===== config.mk =====
export PLATFORM = sky130hd
export DESIGN_NAME = hdpkt_scheduler
export DESIGN_NICKNAME = d
export VERILOG_FILES = /design/src/rtl/hdpkt_pkg.sv /design/src/rtl/hdpkt_ram.sv /design/src/rtl/hdpkt_slot_ctrl.sv /design/src/rtl/hdpkt_streamer.sv /design/src/rtl/hdpkt_scheduler.sv
export SDC_FILE = /design/constraint.sdc
export NUM_CORES = 2
export LEC_CHECK = 0
export CORE_UTILIZATION = 35
export CTS_BUF_LIST = sky130_fd_sc_hd__clkbuf_8
export DETAILED_ROUTE_END_ITERATION = 10
export GPL_ROUTABILITY_DRIVEN = 0
export GPL_TIMING_DRIVEN = 1
export PLACE_DENSITY = 0.55
export SYNTH_ARGS = -nofsm -noshare
export SYNTH_HDL_FRONTEND = slang
export SYNTH_SLANG_ARGS = --single-unit

===== constraint.sdc =====
create_clock -name clk_i -period 3.6 [get_ports clk_i]
set_input_delay 0.72 -clock clk_i [delete_from_list [all_inputs] [get_ports clk_i]]
set_output_delay 0.72 -clock clk_i [all_outputs]
set_load 0.05 [all_outputs]

===== src/rtl/hdpkt_pkg.sv =====
package hdpkt_pkg;
    localparam int unsigned DATA_W      = 32;
    localparam int unsigned GROUP_BYTES = 7;   // bytes carried by one word pair
    localparam int unsigned LO_BYTES    = 3;   // bytes held in the even word
    localparam logic [7:0]  TYPE_BASE   = 8'h80;
endpackage


===== src/rtl/hdpkt_ram.sv =====
module hdpkt_ram #(
    parameter int unsigned NUM_SLOTS = 8,
    parameter int unsigned SLOT_W    = 3,
    parameter int unsigned WORD_W    = 3
) (
    input  logic                       clk_i,
    input  logic                       we_i,
    input  logic [SLOT_W-1:0]          wslot_i,
    input  logic [WORD_W-1:0]          wword_i,
    input  logic [hdpkt_pkg::DATA_W-1:0] wdata_i,
    input  logic [SLOT_W-1:0]          rslot_i,
    input  logic [WORD_W-1:0]          rword_i,
    input  logic [1:0]                 lane_i,
    output logic [7:0]                 byte_o
);
    localparam int unsigned DEPTH = NUM_SLOTS << WORD_W;

    logic [hdpkt_pkg::DATA_W-1:0] mem_q [DEPTH];
    logic [hdpkt_pkg::DATA_W-1:0] rword_d;

    // Storage array: plain write port, no reset on the contents.
    always_ff @(posedge clk_i) begin
        if (we_i) begin
            mem_q[{wslot_i, wword_i}] <= wdata_i;
        end
    end

    always_comb begin
        rword_d = mem_q[{rslot_i, rword_i}];
        byte_o  = rword_d[{lane_i, 3'b000} +: 8];
    end
endmodule


===== src/rtl/hdpkt_slot_ctrl.sv =====
module hdpkt_slot_ctrl #(
    parameter int unsigned NUM_SLOTS = 8,
    parameter int unsigned SLOT_W    = 3
) (
    input  logic                 clk_i,
    input  logic                 rst_ni,
    input  logic                 cfg_we_i,
    input  logic [NUM_SLOTS-1:0] cfg_en_i,
    input  logic                 cfg_glb_i,
    input  logic                 ram_req_i,
    input  logic [SLOT_W-1:0]    ram_slot_i,
    input  logic                 vsync_i,
    input  logic                 blank_i,
    input  logic                 busy_i,
    input  logic [SLOT_W-1:0]    cur_i,
    input  logic                 last_i,
    output logic [NUM_SLOTS-1:0] en_o,
    output logic                 glb_o,
    output logic [NUM_SLOTS-1:0] act_o,
    output logic                 err_o,
    output logic                 ram_ok_o,
    output logic                 start_o,
    output logic [SLOT_W-1:0]    start_slot_o
);
    typedef struct packed {
        logic [NUM_SLOTS-1:0] en;
        logic                 glb;
        logic [NUM_SLOTS-1:0] act;
        logic [NUM_SLOTS-1:0] sent;
        logic                 err;
    } ctrl_t;

    ctrl_t                st_d, st_q;
    logic [NUM_SLOTS-1:0] en_eff, sent_base, cand;
    logic [SLOT_W-1:0]    pick;
    logic                 start;

    always_comb begin
        st_d   = st_q;
        en_eff = st_q.en & {NUM_SLOTS{st_q.glb}};
        if (cfg_we_i) begin
            st_d.en  = cfg_en_i;
            st_d.glb = cfg_glb_i;
        end
        // Active flag follows the effective enable except for the slot on
        // the wire, which is held until its final byte has been sent.
        for (int s = 0; s < NUM_SLOTS; s++) begin
            st_d.act[s] = en_eff[s] | (busy_i && (cur_i == SLOT_W'(s)) && !last_i);
        end
        sent_base = vsync_i ? '0 : st_q.sent;
        cand      = en_eff & ~sent_base;
        pick      = '0;
        for (int s = NUM_SLOTS - 1; s >= 0; s--) begin
            if (cand[s]) pick = SLOT_W'(s);
        end
        start     = blank_i && !busy_i && (|cand);
        st_d.sent = sent_base;
        if (start) st_d.sent[pick] = 1'b1;
        ram_ok_o = ram_req_i && !st_q.act[ram_slot_i];
        if (ram_req_i && st_q.act[ram_slot_i]) st_d.err = 1'b1;
    end

    always_ff @(posedge clk_i or negedge rst_ni) begin
        if (!rst_ni) st_q <= '0;
        else         st_q <= st_d;
    end

    assign en_o         = st_q.en;
    assign glb_o        = st_q.glb;
    assign act_o        = st_q.act;
    assign err_o        = st_q.err;
    assign start_o      = start;
    assign start_slot_o = pick;
endmodule


===== src/rtl/hdpkt_streamer.sv =====
module hdpkt_streamer #(
    parameter int unsigned GROUPS = 4,
    parameter int unsigned SLOT_W = 3,
    parameter int unsigned GRP_W  = 2
) (
    input  logic              clk_i,
    input  logic              rst_ni,
    input  logic              start_i,
    input  logic [SLOT_W-1:0] start_slot_i,
    output logic              busy_o,
    output logic [SLOT_W-1:0] cur_o,
    output logic              last_o,
    output logic              sop_o,
    output logic [GRP_W:0]    word_o,
    output logic [1:0]        lane_o
);
    localparam logic [2:0]       POS_LAST = 3'(hdpkt_pkg::GROUP_BYTES - 1);
    localparam logic [2:0]       POS_HI   = 3'(hdpkt_pkg::LO_BYTES);
    localparam logic [GRP_W-1:0] GRP_LAST = GRP_W'(GROUPS - 1);

    typedef struct packed {
        logic              busy;
        logic [SLOT_W-1:0] cur;
        logic [GRP_W-1:0]  grp;
        logic [2:0]        pos;
    } strm_t;

    strm_t st_d, st_q;
    logic  last;
    logic  hi;

    always_comb begin
        st_d = st_q;
        last = st_q.busy && (st_q.grp == GRP_LAST) && (st_q.pos == POS_LAST);
        if (start_i) begin
            st_d.busy = 1'b1;
            st_d.cur  = start_slot_i;
            st_d.grp  = '0;
            st_d.pos  = '0;
        end else if (st_q.busy) begin
            if (last) begin
                st_d.busy = 1'b0;
            end else if (st_q.pos == POS_LAST) begin
                st_d.pos = '0;
                st_d.grp = st_q.grp + 1'b1;
            end else begin
                st_d.pos = st_q.pos + 1'b1;
            end
        end
        hi     = (st_q.pos >= POS_HI);
        word_o = {st_q.grp, hi};
        lane_o = hi ? 2'(st_q.pos - POS_HI) : st_q.pos[1:0];
    end

    always_ff @(posedge clk_i or negedge rst_ni) begin
        if (!rst_ni) st_q <= '0;
        else         st_q <= st_d;
    end

    assign busy_o = st_q.busy;
    assign cur_o  = st_q.cur;
    assign last_o = last;
    assign sop_o  = st_q.busy && (st_q.grp == '0) && (st_q.pos == '0);
endmodule


===== src/rtl/hdpkt_scheduler.sv =====
module hdpkt_scheduler #(
    parameter int unsigned NUM_SLOTS = 8,
    parameter int unsigned GROUPS    = 4,
    parameter int unsigned ADDR_W    = 8,
    parameter int unsigned RAM_BASE  = 64,
    parameter int unsigned CFG_ADDR  = 0,
    parameter int unsigned GLB_BIT   = 31
) (
    input  logic                          clk_i,
    input  logic                          rst_ni,
    input  logic                          bus_we_i,
    input  logic [ADDR_W-1:0]             bus_addr_i,
    input  logic [hdpkt_pkg::DATA_W-1:0]  bus_wdata_i,
    input  logic                          vsync_i,
    input  logic                          blank_i,
    output logic [NUM_SLOTS-1:0]          slot_en_o,
    output logic                          ram_en_o,
    output logic [NUM_SLOTS-1:0]          slot_active_o,
    output logic                          wr_err_o,
    output logic                          pkt_valid_o,
    output logic [7:0]                    pkt_byte_o,
    output logic                          pkt_sop_o,
    output logic                          pkt_eop_o,
    output logic [7:0]                    pkt_type_o
);
    localparam int unsigned SLOT_W    = (NUM_SLOTS > 1) ? $clog2(NUM_SLOTS) : 1;
    localparam int unsigned GRP_W     = (GROUPS > 1) ? $clog2(GROUPS) : 1;
    localparam int unsigned WORD_W    = GRP_W + 1;
    localparam int unsigned RAM_WORDS = NUM_SLOTS << WORD_W;

    logic [ADDR_W-1:0] offs;
    logic              cfg_we, ram_req, ram_ok;
    logic              busy, last, start;
    logic [SLOT_W-1:0] cur, start_slot;
    logic [WORD_W-1:0] rword;
    logic [1:0]        lane;

    // Slot base = RAM_BASE + stride * slot; stride is 2**WORD_W words.
    assign offs    = bus_addr_i - ADDR_W'(RAM_BASE);
    assign cfg_we  = bus_we_i && (bus_addr_i == ADDR_W'(CFG_ADDR));
    assign ram_req = bus_we_i && (32'(offs) < RAM_WORDS);

    hdpkt_slot_ctrl #(.NUM_SLOTS(NUM_SLOTS), .SLOT_W(SLOT_W)) u_ctrl (
        .clk_i        (clk_i),
        .rst_ni       (rst_ni),
        .cfg_we_i     (cfg_we),
        .cfg_en_i     (bus_wdata_i[NUM_SLOTS-1:0]),
        .cfg_glb_i    (bus_wdata_i[GLB_BIT]),
        .ram_req_i    (ram_req),
        .ram_slot_i   (offs[WORD_W +: SLOT_W]),
        .vsync_i      (vsync_i),
        .blank_i      (blank_i),
        .busy_i       (busy),
        .cur_i        (cur),
        .last_i       (last),
        .en_o         (slot_en_o),
        .glb_o        (ram_en_o),
        .act_o        (slot_active_o),
        .err_o        (wr_err_o),
        .ram_ok_o     (ram_ok),
        .start_o      (start),
        .start_slot_o (start_slot)
    );

    hdpkt_streamer #(.GROUPS(GROUPS), .SLOT_W(SLOT_W), .GRP_W(GRP_W)) u_strm (
        .clk_i        (clk_i),
        .rst_ni       (rst_ni),
        .start_i      (start),
        .start_slot_i (start_slot),
        .busy_o       (busy),
        .cur_o        (cur),
        .last_o       (last),
        .sop_o        (pkt_sop_o),
        .word_o       (rword),
        .lane_o       (lane)
    );

    hdpkt_ram #(.NUM_SLOTS(NUM_SLOTS), .SLOT_W(SLOT_W), .WORD_W(WORD_W)) u_ram (
        .clk_i   (clk_i),
        .we_i    (ram_ok),
        .wslot_i (offs[WORD_W +: SLOT_W]),
        .wword_i (offs[WORD_W-1:0]),
        .wdata_i (bus_wdata_i),
        .rslot_i (cur),
        .rword_i (rword),
        .lane_i  (lane),
        .byte_o  (pkt_byte_o)
    );

    assign pkt_valid_o = busy;
    assign pkt_eop_o   = last;
    assign pkt_type_o  = hdpkt_pkg::TYPE_BASE + 8'(cur);
endmodule


# ---- Yosys cells after proc, flatten, opt, wreduce, memory -nomap -nowiden
# Memories as Yosys holds them, arrays and structs flattened.
# Index checks and enable logic that the tools add are counted.
dict set report word_totals {
  mem_count 1
  ff_bits 35
  ramBits 2048
  elab_cells 107
}
dict set report classes {
  addsub 5
  shifts 1
  bitwise 12
  n_reduce_logical 39
  order_cmp 5
  muxes 25
  n_eq_ne 10
}
# name words width read_ports rd_clocked_by_memory_dff wr line_no
set memory_table {}
lappend memory_table {u_ram.mem_q 64 32 1 0 1 hdpkt_ram.sv:18} ;# logic [hdpkt_pkg::DATA_W-1:0] mem_q [DEPTH];
# cell n
set op_table {}
lappend op_table {{$shiftx 32x6->8} 1}
lappend op_table {{$logic_and 1x1->1} 27}
lappend op_table {{$mux 3} 9}
lappend op_table {{$and 8x8->8} 2}
lappend op_table {{$mux 8} 2}
lappend op_table {{$eq 3x3->1 const B} 5}
lappend op_table {{$mux 5} 3}
lappend op_table {{$add 8x3->8 const A} 1}
lappend op_table {{$logic_not 8->1} 1}
lappend op_table {{$lt 3x4->1 const B} 2}
lappend op_table {{$lt 8x7->1 const B} 1}
lappend op_table {{$not 8->8} 1}
lappend op_table {{$or 1x1->1} 8}
lappend op_table {{$or 8x8->8} 1}
lappend op_table {{$reduce_or 8->1} 1}
lappend op_table {{$sub 8x7->8 const B} 1}
lappend op_table {{$mux 1} 7}
lappend op_table {{$eq 3x2->1 const B} 2}
lappend op_table {{$logic_not 3->1} 2}
lappend op_table {{$mux 2} 2}
lappend op_table {{$reduce_bool 2->1} 2}
lappend op_table {{$add 3x1->3 const B} 1}
lappend op_table {{$bmux 1 s3} 1}
lappend op_table {{$demux 1 s3} 1}
lappend op_table {{other kinds (11)} 13}

# ---- Logic depth before layout (Yosys ltp)
dict set report logic_depth {
  word_depth 17
  mapped_depth 17
  depth_no_buf 10
}

# ---- Cells and area by module
# A second synthesis with hierarchy kept.
dict set report hier_totals {
  cells_unflattened 3749
  area_unflattened_um2 80574.8
}
# mod seq_area_each_um2 area_per_inst_um2 instances cells_per_inst
set modules_own_cells {}
lappend modules_own_cells {hdpkt_ram 61499.0 78427.7 1 3533}
lappend modules_own_cells {hdpkt_slot_ctrl 650.6 1493.9 1 145}
lappend modules_own_cells {hdpkt_streamer 225.2 578.1 1 60}
lappend modules_own_cells {hdpkt_scheduler 0.0 75.1 1 11}

# ---- Least setup slack after synthesis
# OpenSTA, ideal clock, no wires.
dict set report synth_timing {
  path_kind {input to register}
  startpoint {in bus_addr_i[4]}
  endpoint {mem u_ram.mem_q[30][0] (netlist bit) (enable)}
  path_stages 7
  arrival_ns 3.627
  setup_ns 0.421
  slack_ns -0.448
  cell_sequence {clkbuf_1 mux4_2 mux2i_1 nand3_1 nor2_1 nand3_1 nor2_1}
}
dict set report synth_via {
  elab_chain_cells 7
  word_cells_on_any_way 9
  classes_between {add/sub: 1; order compare: 1; mux: 4; reduce/logical: 3}
}
# item line_no
set synth_lines {}
lappend synth_lines {{start, declared} hdpkt_scheduler.sv:12} ;# input logic [ADDR_W-1:0] bus_addr_i,
lappend synth_lines {{$sub 8x7->8 *} hdpkt_scheduler.sv:39} ;# assign offs = bus_addr_i - ADDR_W'(RAM_BASE);
lappend synth_lines {{branches (longest 6 deep; another with $lt 8x7->1)} n/a}
lappend synth_lines {{end, declared} hdpkt_ram.sv:18}
# Mark *: on every way between the ends. The select of a mux whose other input is x is not followed.

# ---- Worst setup path in the final report
dict set report layout_timing {
  startpoint {reg u_strm.st_q[0] (netlist bit)}
  endpoint {out pkt_byte_o[0]}
}
dict set report layout_via {
  elab_chain_cells 3
  word_cells_on_any_way 5
  classes_between {add/sub: 1; order compare: 1; shift: 1; mux: 1; memory: 1}
}
# item line_no
set layout_lines {}
lappend layout_lines {{start, declared} hdpkt_streamer.sv:28} ;# strm_t st_d, st_q;
lappend layout_lines {{start signal, assigned} hdpkt_streamer.sv:57} ;# else st_q <= st_d;
lappend layout_lines {{$ge 3x2->1 / $sub 2x2->2 (equally long branches)} {hdpkt_streamer.sv:50, hdpkt_streamer.sv:52}}
lappend layout_lines {{$mem_v2 64x32 / $mux 2 (equally long branches)} n/a}
lappend layout_lines {{$shiftx 32x6->8 *} hdpkt_ram.sv:30} ;# byte_o = rword_d[{lane_i, 3'b000} +: 8];
lappend layout_lines {{end, declared} hdpkt_scheduler.sv:21} ;# output logic [7:0] pkt_byte_o,
# Every way passes the cells marked *; elsewhere a longest branch is shown, timed or not.

==> results.py <==
metrics = {
    "yosys": {
        "synth_cell_types": 68,
        "ys_ff_latch": 2083,
        "syn_inst": 4944,
        "synth_area_leaders": "edfxtp_1, mux4_2, nand2_1",
        "yosysTopAreaCellShare_pct": 75.55,
        "yosysWarnings": 0,
        "ys_seq_area_share_pct": 76.62,
        "synth_async_sr_flop_share_pct": 1.680,
        "synth-edff-count": 2048,
        "synth_flop_cell": "edfxtp_1",
        "yosys-top-cells-count": "edfxtp_1, nand2_1, nand3_1",
        "yosysMostFrequentCell": "edfxtp_1",
        "netlist_area_sq_um": 81410,
        "synth.avg_cell_area_sq_um": 16.47,
        "yosysTopAreaCell": "edfxtp_1",
    },
    "die": {
        "fp.dieW_um": 484.3,
        "ioPinCount": 82,
        "chipHeight_um": 484.3,
        "rows": 176,
        "initial_utilization_pct": 35.31,
        "core_area_sq_um": 230600,
        "dieArea_sq_um": 234500,
    },
    "placed_design": {
        "placed_area_sq_um": 91670,
        "place_inst": 8342,
        "numPortBuffers": 76,
        "dp.final_hpwl_um": 159200,
    },
    "routing": {
        "routed_wl_um": 267900,
        "via_count": 50126,
        "drc": 0,
        "ant_nets": 0,
        "post_drt_wl_per_cell_um": 29.75,
        "first_pass_iters": 5,
        "drt_first_iter_violations": 6008,
        "vias_per_cell": 5.566,
    },
    "power": {
        "seq_power_share_pct": 35.1,
        "power_leakage_nw": 33.44,
        "combPwrFrac_pct": 39.8,
        "swShare_pct": 34.98,
        "p_int_w": 0.04972,
        "ir_drop_mv": 0.5707,
        "p_per_area_nw_per_um2": 769.9,
        "pwr-share-clk_pct": 25.1,
        "switchingPower_w": 0.02674,
    },
    "worst_setup_path": {
        "rrSetupSlack_ps": 810,
        "startpoint_type": "flip-flop",
        "reg2reg_to": "u_ram.mem_q[48][27]",
        "crit_end": "pkt_byte_o[0]",
        "reg2reg_from": "u_ctrl.act_o[7]",
        "cp-startpoint": "u_strm.st_q[0]",
        "worstPathRequired_ps": 2880,
        "cp-end-kind": "output pin",
        "reg2reg_depth": 9,
        "critical_path_class": "flip-flop to output pin",
        "cp.arrival_ps": 4690,
        "crit_fanout": 8,
    },
    "min_path": {
        "hold_path.class": "input port to flip-flop",
        "hold_depth": 1,
    },
    "timing": {
        "fmax_mhz": 184.8,
        "hold_violations": 0,
        "slew_viol_final": 0,
        "fin_ws_ps": -1812,
        "worstMarginPinSlew_ps": 1288,
        "finClkSkew_ps": 69.65,
        "grt_setup_unrepaired": "yes",
        "slew_headroom_pct": 14.10,
        "fin_crit_ps": 5412,
        "period_share_pct": 150.3,
        "setup_viol_count_final": 8,
    },
    "final_layout": {
        "multiInputGateArea_sq_um": 18020,
        "drive_above_1_share_pct": 25.51,
        "areaGrowthSynthToFinish_pct": 22.00,
        "fin_area_sq_um": 99310,
        "final-seq-area_sq_um": 62390,
        "fillCellCount": 20314,
        "nets": 5779,
        "final_cells": 9006,
        "utilization_pct": 43.07,
    },
    "outcome": {
        "failed_checks": "setup timing",
        "status": "complete, but fails checks",
    },
    "global_route": {
        "grt_overflow": 0,
        "grt_max_degree": 66,
        "track_usage_pct": 22.45,
        "antenna_found_initial": 24,
        "grt_pass1_vias": 49211,
        "grt_first_pass_wirelength_um": 373500,
    },
    "job": {
        "maxCapViolCount": 0,
    },
    "clock_network": {
        "cts-root-buf": "clkbuf_8",
        "cts-buffers-inserted": 350,
        "htree_levels": 5,
        "clkSinkCount": 2083,
        "cts_tree": "built",
        "path_clk_slew_ps": 70,
        "clockBufferDepth": 4,
        "clock_latency_ps": 1070,
    },
}
[worst max-delay path, cell delays in order (launching register included)]
cell      delay (ps)
dfrtp_1          390
ha_2             210
ha_4             170
a211oi_4         200
buf_6            160
buf_12           180
buf_16           160
buf_12           100
mux4_2           490
a22oi_2          210
a31oi_1          140
a311oi_2         340
buf_4            190
nor3_2            30
or4_4            470
buf_8            180
[cell type report]
class	count	share of cell area (%)
sequential	2083	62.82
multi-input combinational	2526	18.15
timing repair buffer	749	8.941
clock buffer	358	4.961
tap	3026	3.812
clock inverter	237	1.211
inverter	18	0.08693
antenna	9	0.02268
[per-stage QoR]
stage | setup slack, ps | hold slack [ps] | TNS (ps) | power [W]
floorplan | -448.0 | 424.4 | -579330 | 0.04271
global placement | -1235 | 460.4 | -8437 | 0.05463
detailed placement | -1199 | 472.6 | -9026 | 0.05472
CTS | -1875 | 155.0 | -14720 | 0.07647
global route | -1970 | 193.9 | -15460 | 0.07934
finish | -1812 | 233.4 | -14130 | 0.07646
[kinds of logic (layout without fill, tap and decap cells)]
group | count (synthesis) | after routing | share of synthesized area [%]
AO/OA/AOI/OAI | 453 | 453 | 3.846
AND/OR/NAND/NOR | 1687 | 1687 | 8.888
XOR/XNOR | 1 | 1 | 0.01076
flip-flops | 2083 | 2083 | 76.62
buffers and inverters | 338 | 1362 | 2.330
adder cells (fa/ha/maj) | 6 | 6 | 0.09222
other | 2 | 14 | 0.009225
multiplexers | 374 | 374 | 8.203
[flip-flops by register name, summed over array words and instances (netlist names)]
signal,flops
u_ctrl.act_o,8
u_ctrl.en_o,8
u_ctrl.err_o,1
u_ctrl.glb_o,1
u_ctrl.st_q,8
u_ram.mem_q,2048
u_strm.busy_o,1
u_strm.cur_o,3
u_strm.st_q,3
u_strm.word_o,2
[worst min path at each step]
stage | to | slack [ps] | from
floorplan | u_ctrl.act_o[0] | 420 | rst_ni
global placement | u_ctrl.err_o | 460 | u_ctrl.err_o
detailed placement | u_ctrl.err_o | 470 | u_ctrl.err_o
CTS | u_ram.mem_q[20][11] | 150 | bus_wdata_i[11]
global route | u_ram.mem_q[20][11] | 190 | bus_wdata_i[11]
finish | u_ram.mem_q[4][11] | 230 | bus_wdata_i[11]
[metal layers]
layer	GRT usage (%)	vias up	share of wire [%]
met2	36.93	2558	48
met5	0	-	0.014
met4	6.833	8	2.9
met1	30.05	26219	40
li1	-	20896	-
met3	4.283	445	8.6
[layout by cell type (no fill, tap or decap), types with 8 or more instances in the layout]
cell type,n
mux4_2,233
clkdlybuf4s50_1,32
a31oi_1,131
mux2i_1,124
inv_1,117
diode_2,9
buf_12,209
clkinvlp_4,11
buf_2,33
nor2_1,52
o2111ai_1,13
bufbuf_16,8
edfxtp_1,2048
nand2_1,1005
a32o_1,11
o22ai_1,20
a22oi_1,18
buf_4,420
a32oi_1,61
nor3_1,15
clkinv_2,37
clkinv_1,76
nor2_4,67
dfrtp_1,32
a21oi_1,61
o21ai_1,14
buf_6,22
buf_8,8
buf_16,14
bufinv_16,8
nand4_1,99
mux2_2,15
o21ai_0,37
clkbuf_8,358
nand3_1,385
[repair_timing]
item                       4_1_cts  5_1_grt
hold endpoints to repair        35        0
hold buffers                     1        0
resized for setup              128       27
buffers inserted                48        0
gates cloned                    12        1
pin swaps                       30        5
setup endpoints to repair       10        9
[power by group through the flow]
| stage | logic (W) | registers [W] | clock network [W] |
|---|---|---|---|
| 2_1_floorplan | 0.0154 | 0.0273 | 0 |
| 3_3_place_gp | 0.0273 | 0.0274 | 0 |
| 3_5_place_dp | 0.0274 | 0.0274 | 0 |
| 4_1_cts | 0.0301 | 0.0269 | 0.0195 |
| 5_1_grt | 0.0320 | 0.0269 | 0.0205 |
| 6_report | 0.0304 | 0.0269 | 0.0192 |
Power figures use the tool's default switching activity.
